## config.mk

```make
export PLATFORM = sky130hd
export DESIGN_NAME = fetch_tlb
export DESIGN_NICKNAME = d
export VERILOG_FILES = /design/src/rtl/fetch_tlb_pkg.sv /design/src/rtl/fetch_tlb_lru.sv /design/src/rtl/fetch_tlb_array.sv /design/src/rtl/fetch_tlb.sv
export SDC_FILE = /design/constraint.sdc
export NUM_CORES = 1
export LEC_CHECK = 0
export BUFFER_PORTS_ARGS = -buffer_cell sky130_fd_sc_hd__buf_4
export CORE_UTILIZATION = 35
export CTS_CLUSTER_DIAMETER = 40
export DETAILED_ROUTE_END_ITERATION = 8
export SYNTH_ARGS = -nofsm -noshare
export SYNTH_HDL_FRONTEND = slang
export SYNTH_SLANG_ARGS = --single-unit
```

## constraint.sdc

```tcl
create_clock -name clk_i -period 6.75 [get_ports clk_i]
set_input_delay 1.35 -clock clk_i [delete_from_list [all_inputs] [get_ports clk_i]]
set_output_delay 1.35 -clock clk_i [all_outputs]
set_load 0.02 [all_outputs]
```

## src/rtl/fetch_tlb_pkg.sv

```systemverilog
package fetch_tlb_pkg;
  localparam int NUM_WAYS = 4;
  localparam int WAY_W    = $clog2(NUM_WAYS);
  localparam int CNT_W    = $clog2(NUM_WAYS + 1);
  localparam int ASID_W   = 8;
  localparam int VA_W     = 32;
  localparam int FLAG_W   = 9;
  localparam int LRU_W    = 6;

  localparam int FB_SHARE = 1;
  localparam int FB_SZ_LO = 4;
  localparam int FB_USER  = 6;
  localparam int FB_SZ_HI = 7;
  localparam int FB_VALID = 8;

  localparam logic [FLAG_W-1:0] FLAG_KEEP   = 9'h1DA;
  localparam logic [VA_W-1:0]   VPN_MASK    = 32'hFFFF_FC00;
  localparam logic [VA_W-1:0]   PPN_MASK    = 32'h1FFF_FC00;
  localparam logic [VA_W-1:0]   PPN_HI_MIN  = 32'h1C00_0000;
  localparam logic [VA_W-1:0]   PPN_HI_SET  = 32'hE000_0000;

  localparam logic [1:0] RSP_HIT   = 2'd0;
  localparam logic [1:0] RSP_MULTI = 2'd2;

  typedef enum logic [1:0] {
    RES_OK    = 2'd0,
    RES_MISS  = 2'd1,
    RES_MULTI = 2'd2,
    RES_PROT  = 2'd3
  } res_kind_e;

  typedef struct packed {
    logic [VA_W-1:0]   vpn;
    logic [ASID_W-1:0] asid;
    logic [VA_W-1:0]   ppn;
    logic [FLAG_W-1:0] flags;
  } tlb_entry_t;

  function automatic logic [VA_W-1:0] page_mask(input logic [FLAG_W-1:0] f);
    unique case ({f[FB_SZ_HI], f[FB_SZ_LO]})
      2'b00:   return 32'hFFFF_FC00;
      2'b01:   return 32'hFFFF_F000;
      2'b10:   return 32'hFFFF_0000;
      default: return 32'hFFF0_0000;
    endcase
  endfunction

  function automatic logic [VA_W-1:0] xlate(input tlb_entry_t e, input logic [VA_W-1:0] va);
    logic [VA_W-1:0] m;
    m = page_mask(e.flags);
    return (e.ppn & m) | (va & ~m);
  endfunction
endpackage

```

## src/rtl/fetch_tlb_lru.sv

```systemverilog
module fetch_tlb_lru
  import fetch_tlb_pkg::*;
(
  input  logic             clk_i,
  input  logic             rst_ni,
  input  logic             use_i,
  input  logic [WAY_W-1:0] use_idx_i,
  output logic [WAY_W-1:0] victim_o,
  output logic [LRU_W-1:0] state_o
);
  logic [LRU_W-1:0] lru_q, lru_d;

  // one bit per slot pair; the oldest slot is the one all its pairs point away from
  always_comb begin
    if ((lru_q & 6'h38) == 6'h38)      victim_o = 2'd0;
    else if ((lru_q & 6'h26) == 6'h06) victim_o = 2'd1;
    else if ((lru_q & 6'h15) == 6'h01) victim_o = 2'd2;
    else                               victim_o = 2'd3;
  end

  always_comb begin
    unique case (use_idx_i)
      2'd0:    lru_d = lru_q & 6'h07;
      2'd1:    lru_d = (lru_q & 6'h19) | 6'h20;
      2'd2:    lru_d = (lru_q & 6'h3E) | 6'h14;
      default: lru_d = lru_q | 6'h0B;
    endcase
  end

  always_ff @(posedge clk_i or negedge rst_ni) begin
    if (!rst_ni)    lru_q <= '0;
    else if (use_i) lru_q <= lru_d;
  end

  assign state_o = lru_q;

  AST_USED_NOT_VICTIM: assert property (@(posedge clk_i) disable iff (!rst_ni)
    use_i |=> victim_o != $past(use_idx_i));
endmodule

```

## src/rtl/fetch_tlb_array.sv

```systemverilog
module fetch_tlb_array
  import fetch_tlb_pkg::*;
(
  input  logic              clk_i,
  input  logic              rst_ni,
  input  logic [ASID_W-1:0] asid_i,
  input  logic [VA_W-1:0]   va_i,
  output logic [NUM_WAYS-1:0] hit_vec_o,
  output tlb_entry_t        ent_o [NUM_WAYS],
  input  logic              ld_en_i,
  input  logic [WAY_W-1:0]  ld_idx_i,
  input  tlb_entry_t        ld_entry_i,
  input  logic              mm_we_i,
  input  logic              mm_data_i,
  input  logic [WAY_W-1:0]  mm_idx_i,
  input  logic [VA_W-1:0]   mm_wdata_i
);
  logic [VA_W-1:0] ppn_raw, ppn_w;
  assign ppn_raw = mm_wdata_i & PPN_MASK;
  assign ppn_w   = (ppn_raw >= PPN_HI_MIN) ? (ppn_raw | PPN_HI_SET) : ppn_raw;

  for (genvar g = 0; g < NUM_WAYS; g++) begin : g_way
    tlb_entry_t e_q;

    always_ff @(posedge clk_i or negedge rst_ni) begin
      if (!rst_ni) begin
        e_q <= '0;
      end else if (ld_en_i && ld_idx_i == WAY_W'(g)) begin
        e_q <= ld_entry_i;
      end else if (mm_we_i && mm_idx_i == WAY_W'(g)) begin
        if (mm_data_i) begin
          e_q.ppn   <= ppn_w;
          e_q.flags <= mm_wdata_i[FLAG_W-1:0] & FLAG_KEEP;
        end else begin
          e_q.vpn             <= mm_wdata_i & VPN_MASK;
          e_q.asid            <= mm_wdata_i[ASID_W-1:0];
          e_q.flags[FB_VALID] <= mm_wdata_i[FB_VALID];
        end
      end
    end

    assign ent_o[g]     = e_q;
    assign hit_vec_o[g] = e_q.flags[FB_VALID] &&
                          (e_q.flags[FB_SHARE] || e_q.asid == asid_i) &&
                          (((e_q.vpn ^ va_i) & page_mask(e_q.flags)) == '0);
  end
endmodule

```

## src/rtl/fetch_tlb.sv

```systemverilog
module fetch_tlb
  import fetch_tlb_pkg::*;
(
  input  logic        clk_i,
  input  logic        rst_ni,
  input  logic [7:0]  asid_i,
  input  logic        user_mode_i,
  input  logic        lookup_valid_i,
  input  logic [31:0] lookup_vaddr_i,
  output logic        lookup_ready_o,
  output logic        res_valid_o,
  output logic [1:0]  res_kind_o,
  output logic [31:0] res_paddr_o,
  output logic        ref_req_o,
  input  logic        ref_ready_i,
  output logic [31:0] ref_vaddr_o,
  input  logic        ref_rsp_valid_i,
  input  logic [1:0]  ref_rsp_kind_i,
  input  logic [31:0] ref_rsp_vpn_i,
  input  logic [7:0]  ref_rsp_asid_i,
  input  logic [31:0] ref_rsp_ppn_i,
  input  logic [8:0]  ref_rsp_flags_i,
  input  logic        mm_valid_i,
  input  logic        mm_write_i,
  input  logic        mm_data_arr_i,
  input  logic [8:7]  mm_addr_i,
  input  logic [31:0] mm_wdata_i,
  output logic [31:0] mm_rdata_o
);
  typedef enum logic [1:0] {ST_IDLE, ST_REQ, ST_WAIT} st_e;

  st_e              state_q;
  logic [VA_W-1:0]  va_q;
  logic             user_q;
  logic [NUM_WAYS-1:0] hit_vec;
  tlb_entry_t       ents [NUM_WAYS];
  logic [CNT_W-1:0] hit_cnt;
  logic [WAY_W-1:0] hit_idx, victim;
  logic [LRU_W-1:0] lru_state;
  logic             accept, rsp_take, rsp_hit, lru_use;
  tlb_entry_t       sel_ent, rsp_ent;
  res_kind_e        kind_d, kind_q;
  logic [VA_W-1:0]  paddr_d, paddr_q;
  logic             res_valid_q;
  logic [VA_W-1:0]  mm_rdata_q;

  assign accept   = (state_q == ST_IDLE) && lookup_valid_i;
  assign rsp_take = (state_q == ST_WAIT) && ref_rsp_valid_i;
  assign rsp_hit  = rsp_take && (ref_rsp_kind_i == RSP_HIT);

  fetch_tlb_array u_array (
    .clk_i      (clk_i),
    .rst_ni     (rst_ni),
    .asid_i     (asid_i),
    .va_i       (lookup_vaddr_i),
    .hit_vec_o  (hit_vec),
    .ent_o      (ents),
    .ld_en_i    (rsp_hit),
    .ld_idx_i   (victim),
    .ld_entry_i (rsp_ent),
    .mm_we_i    (mm_valid_i && mm_write_i),
    .mm_data_i  (mm_data_arr_i),
    .mm_idx_i   (mm_addr_i),
    .mm_wdata_i (mm_wdata_i)
  );

  assign lru_use = (accept && hit_cnt == CNT_W'(1)) || rsp_hit;

  fetch_tlb_lru u_lru (
    .clk_i     (clk_i),
    .rst_ni    (rst_ni),
    .use_i     (lru_use),
    .use_idx_i (rsp_hit ? victim : hit_idx),
    .victim_o  (victim),
    .state_o   (lru_state)
  );

  always_comb begin
    hit_cnt = '0;
    hit_idx = '0;
    for (int i = 0; i < NUM_WAYS; i++) begin
      if (hit_vec[i]) begin
        hit_cnt = hit_cnt + CNT_W'(1);
        hit_idx = WAY_W'(i);
      end
    end
  end

  assign sel_ent = ents[hit_idx];

  always_comb begin
    rsp_ent.vpn   = ref_rsp_vpn_i & VPN_MASK;
    rsp_ent.asid  = ref_rsp_asid_i;
    rsp_ent.ppn   = ref_rsp_ppn_i;
    rsp_ent.flags = ref_rsp_flags_i & FLAG_KEEP;
  end

  always_comb begin
    kind_d  = RES_MISS;
    paddr_d = '0;
    if (rsp_take) begin
      if (ref_rsp_kind_i == RSP_HIT) begin
        kind_d  = (user_q && !rsp_ent.flags[FB_USER]) ? RES_PROT : RES_OK;
        paddr_d = xlate(rsp_ent, va_q);
      end else if (ref_rsp_kind_i == RSP_MULTI) begin
        kind_d = RES_MULTI;
      end
    end else if (hit_cnt > CNT_W'(1)) begin
      kind_d = RES_MULTI;
    end else begin
      kind_d  = (user_mode_i && !sel_ent.flags[FB_USER]) ? RES_PROT : RES_OK;
      paddr_d = xlate(sel_ent, lookup_vaddr_i);
    end
  end

  always_ff @(posedge clk_i or negedge rst_ni) begin
    if (!rst_ni) begin
      state_q     <= ST_IDLE;
      va_q        <= '0;
      user_q      <= 1'b0;
      res_valid_q <= 1'b0;
      kind_q      <= RES_OK;
      paddr_q     <= '0;
    end else begin
      res_valid_q <= (accept && hit_cnt != '0) || rsp_take;
      if ((accept && hit_cnt != '0) || rsp_take) begin
        kind_q  <= kind_d;
        paddr_q <= paddr_d;
      end
      if (accept) begin
        va_q   <= lookup_vaddr_i;
        user_q <= user_mode_i;
      end
      unique case (state_q)
        ST_IDLE: if (accept && hit_cnt == '0) state_q <= ST_REQ;
        ST_REQ:  if (ref_ready_i)             state_q <= ST_WAIT;
        ST_WAIT: if (ref_rsp_valid_i)         state_q <= ST_IDLE;
        default:                              state_q <= ST_IDLE;
      endcase
    end
  end

  always_ff @(posedge clk_i or negedge rst_ni) begin
    if (!rst_ni) begin
      mm_rdata_q <= '0;
    end else if (mm_valid_i && !mm_write_i) begin
      if (mm_data_arr_i)
        mm_rdata_q <= (ents[mm_addr_i].ppn & PPN_MASK) | VA_W'(ents[mm_addr_i].flags);
      else
        mm_rdata_q <= ents[mm_addr_i].vpn | VA_W'(ents[mm_addr_i].asid) |
                      (VA_W'(ents[mm_addr_i].flags[FB_VALID]) << FB_VALID);
    end
  end

  assign lookup_ready_o = (state_q == ST_IDLE);
  assign res_valid_o    = res_valid_q;
  assign res_kind_o     = kind_q;
  assign res_paddr_o    = paddr_q;
  assign ref_req_o      = (state_q == ST_REQ);
  assign ref_vaddr_o    = va_q;
  assign mm_rdata_o     = mm_rdata_q;

  AST_REQ_HOLD: assert property (@(posedge clk_i) disable iff (!rst_ni)
    ref_req_o && !ref_ready_i |=> ref_req_o && $stable(ref_vaddr_o));
  AST_MULTI_KEEPS_LRU: assert property (@(posedge clk_i) disable iff (!rst_ni)
    res_valid_o && res_kind_o == RES_MULTI |-> lru_state == $past(lru_state));
  AST_OK_OFFSET: assert property (@(posedge clk_i) disable iff (!rst_ni)
    res_valid_o && res_kind_o == RES_OK |-> res_paddr_o[9:0] == va_q[9:0]);
  AST_MISS_FAULT_KEEPS_LRU: assert property (@(posedge clk_i) disable iff (!rst_ni)
    res_valid_o && res_kind_o == RES_MISS |-> lru_state == $past(lru_state));
endmodule

```

==> run summary, run 1 <==
Status -> finished clean
CP Max Fanout -> 24
Fillers -> 5173
Top-area cell type share of the netlist area -> 43.4%
Max-slew headroom -> 24.4%
Cts bufs inserted -> 71
H-tree depth -> 3
WS Path Type -> input port to flop
Fin crit share -> 80.5%
Row cnt -> 86
Unrepaired setup endpoints after global routing -> no
Hold wc startpoint -> user_q
Max Root-Sink Buffers -> 3
Peak VDD IR -> 174 uV
Worst Setup End Kind -> flop
Post-synth net total -> 2164
Port-buffer cells -> 241
Gr usage total -> 23.6%
Synth Instances -> 1991
Ys flop type -> dfrtp_1
Leading cell type in the layout, fill and taps excluded -> dfrtp_1
Static leakage -> 11.1 nW
Hold Vio Cnt, Final -> 0
Warning count from the yosys run -> 0
Worst reg2reg path startpoint -> u_array.ent_o[240]
Register area -> 0.00848 mm2
TritonCTS clock tree -> yes
Initial DRC Count -> 1173
Clk Latency, worst-skew pair -> 0.60 ns
Cell Pwr Density -> 394 mW/mm2
Root Driver -> clkbuf_16
Synth async-reset ratio -> 100%
Area grow syn2layout -> 25.3%
Syn Area/Cell -> 9.83 um2
Antenna violations before repair -> 7
Crit path DAT -> 5.90 ns
Critical Path RT -> 7.21 ns
Hold Path Class -> flop to flop
GRT overflow -> 0
GP Congestion -> 0.861
Vias in the first global route -> 16300
Hold WS -> 0.468 ns
DIE WIDTH -> 238 um
Postcts setup bufs -> 0
Final Power -> 9.67 mW
Area leader, netlist -> dfrtp_1
Final setup margin -> 1.32 ns
Die Ht -> 238 um
# setup viols final -> 0
Clock-pin slew reported for the worst setup and hold paths after clock tree synthesis -> 0.04 ns
Max-slew violations -> 0
Final net count -> 2337
MaxCap Viol Count -> 0
Sequential fraction of the synthesis area -> 43.4%
Largest net degree at the start of global routing -> 150
Max Clk Rate -> 0.184 GHz
Die ar. -> 0.0569 mm2
Register bit count reported by yosys -> 339
Antenna Violating Nets Remaining -> 0
Slew of the pin with the lowest slew margin -> 1.13 ns
Drt first pass iters -> 6
Resized cells post-CTS -> 0
Final Skew -> 0.0244 ns
TNS Setup -> 0 ns
Io pins -> 267
Cell variety after synth -> 64
Cell Area, Placed -> 0.0219 mm2
DP Wirelength -> 45800 um
Detailed-route vias per instance -> 5.42
Core area -> 0.0552 mm2
DR vias -> 16100
Area of the multi-input gates -> 0.0103 mm2
Commonest non-fill, non-tap cells in the layout -> 339 x dfrtp_1, 278 x nand2_1, 278 x mux2i_1, 273 x buf_4, 177 x nor2_1
Pre-CTS setup slack -> 0.785 ns
Mapped cell area -> 0.0196 mm2
Cts hold-fix bufs -> 0
DRC viols -> 0
R2R setup slack -> 1.84 ns
Initial Util -> 35.5%
Top cells by area, synth -> dfrtp_1 43%, mux2i_1 14%, mux4_2 6.3%
First-pass GRT wire length -> 101000 um
Startpoint types -> input port
Layout cells sized above 1 -> 23.1%
DRT Wirelength -> 67500 um
Clock Sinks -> 339
Post-synth EDFFs -> 0
WL/cell -> 22.7 um
Post-route cell area -> 0.0245 mm2
Crit path time final -> 5.43 ns
Worst Setup SP -> lookup_vaddr_i[29]
-- cells by family after synthesis --
logic type      count (synthesis)  synth area share, %
other cells                     1               0.0192
compound gates                439                 13.5
xor+xnor                      119                 5.63
fa+ha+maj                       7                0.448
mux                           338                 20.9
simple gates                  556                 12.1
buf+inv                       192                 4.09
flops                         339                 43.4
-- Yosys cell counts, drive strengths merged (3+ instances only) --
library cell and number:
a211o 14, a211oi 5, a21o 10, a21oi 158, a22o 6, a22oi 24, a31oi 19, a41o 5
a41oi 6, and2 4, and3 4, and4 3, buf 74, clkbuf 102, dfrtp 339, ha 7
inv 16, mux2 4, mux2i 279, mux4 55, nand2 278, nand2b 4, nand3 15, nand4 36
nor2 180, nor2b 4, nor3 9, nor4 13, o21ai 167, o21bai 3, o221ai 4, o22a 4
o32ai 4, xnor2 92, xor2 27
-- worst max-delay path: stages --
cell and delay, ns:
buf_4 0.15, xnor2_1 0.32, nand2_1 0.14, nor4_1 0.48
buf_4 0.20, and4_1 0.43, ha_1 0.36, xnor2_2 0.19
inv_1 0.07, ha_1 0.29, nor3_1 0.19, nand4_1 0.17
nor3b_1 0.47, a211o_1 0.24, nand3_4 0.20, buf_4 0.31
mux2_2 0.30
-- registers in the layout (all words and copies together), names as in the netlist --
name           cells
mm_rdata_o        31
ref_vaddr_o       32
res_kind_o         2
res_paddr_o       32
res_valid_o        1
state_q            2
u_array.ent_o    232
u_lru.state_o      6
user_q             1
-- stage by stage --
| step | util (%) | std cells |
|---|---|---|
| 2_1_floorplan | - | 1991 |
| 3_3_place_gp | 39.7 | 2839 |
| 3_5_place_dp | 39.7 | 2839 |
| 4_1_cts | 44.4 | 2971 |
| 5_1_grt | 44.4 | 2976 |
| 6_report | 44.4 | 2977 |
-- routing by layer --
metal / track usage, % / vias up / part of all wire (%)
li1: - / 7428 / -
met1: 29.3 / 7976 / 40
met2: 39.7 / 601 / 50
met3: 4.20 / 136 / 6.2
met4: 11.4 / 4 / 3.6
met5: 0 / - / 0.044
-- layout make-up --
type,instances,area share [%]
Inverter,16,0.245
Sequential cell,339,34.6
Clock inverter,48,2.39
Antenna cell,6,0.0613
Clock buffer,84,8.09
Multi-Input combinational cell,1460,42.2
Tap cell,748,3.82
Timing Repair Buffer,276,8.59
-- report_power, final --
part           internal, mW  switching (mW)  leakage (nW)
Clock                  2.50            1.23          1.24
Combinational          1.22            1.45          5.68
Sequential             2.71           0.560          4.18
-- worst paths after layout --
kind                                       to  depth (start not counted)
max in group asynchronous  u_array.ent_o[114]                          2
min reg2reg                            user_q                          2
max                             res_kind_o[1]                         17
min in group asynchronous  u_array.ent_o[305]                          1
max reg2reg                     res_kind_o[1]                         16
min                                    user_q                          2
No activity file was read; power rests on OpenSTA's default activity.
==> inputs of run 2 (changes only) <==
==> constraint.sdc (replaced) <==
create_clock -name clk_i -period 4.6 [get_ports clk_i]
set_input_delay 0.92 -clock clk_i [delete_from_list [all_inputs] [get_ports clk_i]]
set_output_delay 0.92 -clock clk_i [all_outputs]
set_load 0.02 [all_outputs]
==> run 2 against run 1 <==
Die area unchanged. Clock-buffer cell count up 5. Utilization up 0.91 points. Critical path depth up 1. Clock power up 35%. Total power up 44%. Clock skew up 0.0099 ns. Hold slack worse by 0.032 ns. Highest routed layer is now met4. Critical endpoint is now res_paddr_o[17]. Cell count up 2.7%. Sequential power up 46%.
==> run summary, run 2 (synthesis results as in run 1) <==
Antenna Violating Nets Remaining -> 0
DRC viols -> 0
Crit path DAT -> 4.77 ns
WL met2 -> 34200 um
Final std cells w/o fill -> 3058
Io pins -> 267
CP Max Fanout -> 11
Drt first pass iters -> 6
# setup viols final -> 0
GRT overflow -> 0
First-pass GRT wire length -> 104000 um
TritonCTS clock tree -> yes
Top layer in use -> met4
Area grow syn2layout -> 27.8%
Hold Vio Cnt, Final -> 0
Cts hold-fix bufs -> 0
Status -> finished clean
Unrepaired setup endpoints after global routing -> no
Fin crit share -> 94.0%
Gr usage total -> 24.3%
Antenna violations before repair -> 6
Post-route cell area -> 0.0250 mm2
Die Ht -> 238 um
Commonest non-fill, non-tap cells in the layout -> 353 x buf_4, 339 x dfrtp_1, 278 x nand2_1, 278 x mux2i_1, 177 x nor2_1
Slew of the pin with the lowest slew margin -> 0.942 ns
Row cnt -> 86
Max-slew violations -> 0
H-tree depth -> 3
Startpoint types -> input port
Max Clk Rate -> 0.231 GHz
Core area -> 0.0552 mm2
MaxCap Viol Count -> 0
Worst Setup End Kind -> flop
WL/cell -> 22.4 um
Root Driver -> clkbuf_16
Static leakage -> 11.5 nW
GP Congestion -> 0.873
WL met1 -> 27700 um
Routed met3 length -> 4000 um
Leading cell type in the layout, fill and taps excluded -> buf_4
Critical Path RT -> 5.04 ns
Cell Area, Placed -> 0.0226 mm2
Peak VDD IR -> 275 uV
Vias in the first global route -> 17000
Initial DRC Count -> 1014
Initial Util -> 35.5%
Final Skew -> 0.0343 ns
Layout cells sized above 1 -> 25.5%
Largest net degree at the start of global routing -> 117
Final Power -> 13.9 mW
DR vias -> 16600
Cell Pwr Density -> 555 mW/mm2
Final net count -> 2420
Max FFs per register -> 232
DIE WIDTH -> 238 um
Port-buffer cells -> 241
Hold Path Class -> input port to async pin
Cts bufs inserted -> 68
DRT Wirelength -> 68600 um
Clock-pin slew reported for the worst setup and hold paths after clock tree synthesis -> 0.05 ns
Clk Latency, worst-skew pair -> 0.60 ns
Max Root-Sink Buffers -> 3
WS Path Type -> input port to flop
Die ar. -> 0.0569 mm2
Max-slew headroom -> 37.2%
Clock Sinks -> 339
Post-placement cell count -> 2925
Crit path time final -> 4.32 ns
Detailed-route vias per instance -> 5.42
DP Wirelength -> 47300 um
## run 2: worst paths after layout
kind	cells after the start	slack [ns]	from	end
max	18	0.28	lookup_vaddr_i[20]	res_paddr_o[17]
min	1	0.44	rst_ni	mm_rdata_o[3]
max reg2reg	16	0.35	u_array.ent_o[231]	res_paddr_o[17]
min reg2reg	2	0.48	user_q	user_q
max in group asynchronous	2	3.14	rst_ni	ref_vaddr_o[0]
min in group clk_i	2	0.48	user_q	user_q
## run 2: cell type report
cell class / instances / area (um2)
sequential: 339 / 8480
clock inverter: 36 / 390
inverter: 16 / 60.1
clock buffer: 89 / 1940
timing repair buffer: 362 / 2830
fill: 5223 / 30200
antenna: 8 / 20.0
tap: 748 / 936
multi-input combinational: 1460 / 10400
## run 2: stage by stage
step	utilization, %	TNS (ns)	setup WS (ns)	hold slack (ns)
after floorplan	-	0	0.0591	0.438
after global placement	41.0	-17.05	-0.447	0.456
after detailed placement	41.0	-17.14	-0.463	0.467
after CTS	45.2	0	0.118	0.463
after global routing	45.3	0	0.0846	0.502
final	45.3	0	0.277	0.436
## run 2: worst max-delay path, cell delays in order
cell      delay [ns]
buf_4           0.12
inv_1           0.06
a222oi_1        0.56
buf_4           0.21
a21boi_1        0.21
and4_1          0.27
ha_1            0.29
xnor2_2         0.19
inv_1           0.06
ha_1            0.29
nor3_1          0.18
nand4_1         0.16
nor3b_1         0.23
buf_4           0.15
a211o_1         0.20
nand3_4         0.22
nand2_1         0.26
o221ai_1        0.17
## run 2: what timing repair did
item	in CTS	in global routing
setup endpoints to repair	0	39
setup buffers	0	0
resized for setup	0	2
## run 2: report_power, final
| part | switching, mW | internal [mW] |
|---|---|---|
| Sequential | 0.820 | 3.97 |
| Combinational | 2.18 | 1.88 |
| Clock | 1.71 | 3.32 |
| Total | 4.71 | 9.17 |
## run 2: per-layer routing
metal,track usage [%],vias up
met5,0,-
met3,4.12,150
met1,30.0,8241
met4,10.9,0
li1,-,7594
met2,41.4,597
==> inputs of run 3 (changes only) <==
--- a/config.mk
+++ b/config.mk
@@ -8,7 +8,9 @@
 export BUFFER_PORTS_ARGS = -buffer_cell sky130_fd_sc_hd__buf_4
 export CORE_UTILIZATION = 35
 export CTS_CLUSTER_DIAMETER = 40
+export CTS_CLUSTER_SIZE = 20
 export DETAILED_ROUTE_END_ITERATION = 8
 export SYNTH_ARGS = -nofsm -noshare
 export SYNTH_HDL_FRONTEND = slang
 export SYNTH_SLANG_ARGS = --single-unit
+export TNS_END_PERCENT = 20
==> constraint.sdc (replaced) <==
create_clock -name clk_i -period 3.98 [get_ports clk_i]
set_input_delay 0.796 -clock clk_i [delete_from_list [all_inputs] [get_ports clk_i]]
set_output_delay 0.796 -clock clk_i [all_outputs]
set_load 0.02 [all_outputs]
==> run 3 against run 2 <==
Clock power up 17%. Critical path depth down 1. First-iteration DRC count up 22%. Largest cell class unchanged. Clock skew down 0.014 ns. Cell area up 2.6%. Global-route usage down 0.22 points.
==> run summary, run 3 (synthesis results as in run 1) <==
Status -> finished clean
Worst reg2reg path startpoint -> u_array.ent_o[236]
CP Max Fanout -> 5
Max Root-Sink Buffers -> 3
Grt met3 use -> 3.76%
DIE WIDTH -> 238 um
Die Ht -> 238 um
Cts hold-fix bufs -> 0
Max Clk Rate -> 0.261 GHz
Drt first pass iters -> 5
Vias in the first global route -> 16900
Static leakage -> 11.8 nW
Final Util -> 46.5%
Clk Latency, worst-skew pair -> 0.60 ns
First-pass GRT wire length -> 103000 um
WL/cell -> 22.3 um
Hold Vio Cnt, Final -> 0
Cell Pwr Density -> 634 mW/mm2
Critical Path End -> res_kind_o[1]
Worst Setup SP -> u_array.ent_o[236]
Layout cells sized above 1 -> 28.1%
Critical Path RT -> 4.45 ns
Row cnt -> 86
Io pins -> 267
Top Usage Layer GRT -> met2
WS Path Type -> flop to flop
TritonCTS clock tree -> yes
DR vias -> 16700
H-tree depth -> 3
Antenna violations before repair -> 4
Max-slew violations -> 0
Crit path DAT -> 4.30 ns
Port-buffer cells -> 241
# setup viols final -> 0
Crit path time final -> 3.84 ns
Leading cell type in the layout, fill and taps excluded -> buf_4
Cts bufs inserted -> 66
DRC viols -> 0
Antenna Violating Nets Remaining -> 0
Reg2reg end -> res_kind_o[1]
Peak VDD IR -> 309 uV
Clock-pin slew reported for the worst setup and hold paths after clock tree synthesis -> 0.05 ns
Startpoint types -> flop
Hold Path Class -> input port to async pin
Final net count -> 2452
Die ar. -> 0.0569 mm2
Core area -> 0.0552 mm2
Largest net degree at the start of global routing -> 117
Slew of the pin with the lowest slew margin -> 0.870 ns
Max-slew headroom -> 42.0%
Max FFs per register -> 232
DRT Wirelength -> 68800 um
Detailed-route vias per instance -> 5.43
Worst Setup End Kind -> flop
Clock Sinks -> 339
R2R cell count -> 17
DP Wirelength -> 47600 um
MaxCap Viol Count -> 0
Area grow syn2layout -> 31.1%
Grt met1 use -> 29.4%
Gr usage total -> 24.1%
Root Driver -> clkbuf_16
GR Util met2 -> 42.0%
TNS Setup -> 0 ns
Final Skew -> 0.0200 ns
Initial Util -> 35.5%
Fin crit share -> 96.4%
R2R setup slack -> 0.14 ns
Initial DRC Count -> 1242
GRT overflow -> 0
GP Congestion -> 0.894
Commonest non-fill, non-tap cells in the layout -> 374 x buf_4, 338 x dfrtp_1, 278 x mux2i_1, 276 x nand2_1, 177 x nor2_1
==> run 3: changes by cell type in the layout (fill, tap and decap cells not counted), sizes merged <==
cell	previous run	this run
a31o	2	3
clkbuf	89	75
clkinv	24	17
bufinv	6	9
diode	8	2
nand3	15	16
inv	19	29
buf	362	393
clkinvlp	3	7
==> run 3: power breakdown <==
part / leakage [nW] / switching [mW] / internal [mW]
clock: 1.13 / 2.06 / 3.84
combinational: 6.45 / 2.54 / 2.29
sequential: 4.18 / 0.970 / 4.59
==> run 3: worst min-delay path by stage <==
stage	startpoint	endpoint	slack (ns)
5_1_grt	rst_ni	u_array.ent_o[288]	0.31
3_3_place_gp	user_q	user_q	0.46
3_5_place_dp	user_q	user_q	0.46
2_1_floorplan	user_q	user_q	0.44
6_report	rst_ni	u_array.ent_o[288]	0.24
4_1_cts	rst_ni	u_array.ent_o[288]	0.28
==> run 3: area by class of cell <==
class                      instances  area, um2
inverter                          16       60.1
multi-input combinational       1462      10600
antenna                            2       5.00
clock inverter                    46        591
timing repair buffer             394       3200
clock buffer                      74       1760
tap                              748        936
sequential                       339       8480
fill                            5159      29500
==> run 3: critical path, stage by stage, from the launching register on <==
cell and delay (ns):
dfrtp_1 0.41, xnor2_1 0.29, nand4_1 0.19, nor4_2 0.23, buf_4 0.20, and4_4 0.25, ha_4 0.23, xnor2_4 0.13
inv_1 0.09, ha_4 0.21, nor3_2 0.10, nand4_1 0.17, buf_4 0.20, nor4b_4 0.32, buf_4 0.18, a31o_4 0.13
a22oi_1 0.09, mux2_4 0.28
==> run 3: routing by layer <==
layer	wire length (um)	part of all wire, %	up-vias
met3	3550	5.2	140
met1	28100	41	8360
met5	30	0.044	-
met2	34800	51	557
li1	-	-	7678
met4	2360	3.4	4
==> run 3: timing repair <==
action	in CTS	in global routing
pin swaps	1	6
setup endpoints to repair	6	40
setup buffers	0	3
gates cloned	0	3
hold endpoints to repair	0	0
resized for setup	0	29
==> run 3: stage by stage <==
stage          cell area [um2]  hold WS (ns)  cells  total power [mW]  setup slack, ns
3_5_place_dp             23100         0.455   2953              10.4           -0.587
6_report                 25700         0.237   3081              16.3            0.142
5_1_grt                  25700         0.310   3081              17.1          -0.0101
2_1_floorplan            19700         0.438   1991              8.26          0.00498
4_1_cts                  25400         0.279   3073              16.3          0.00120
3_3_place_gp             23100         0.458   2953              10.2           -0.601
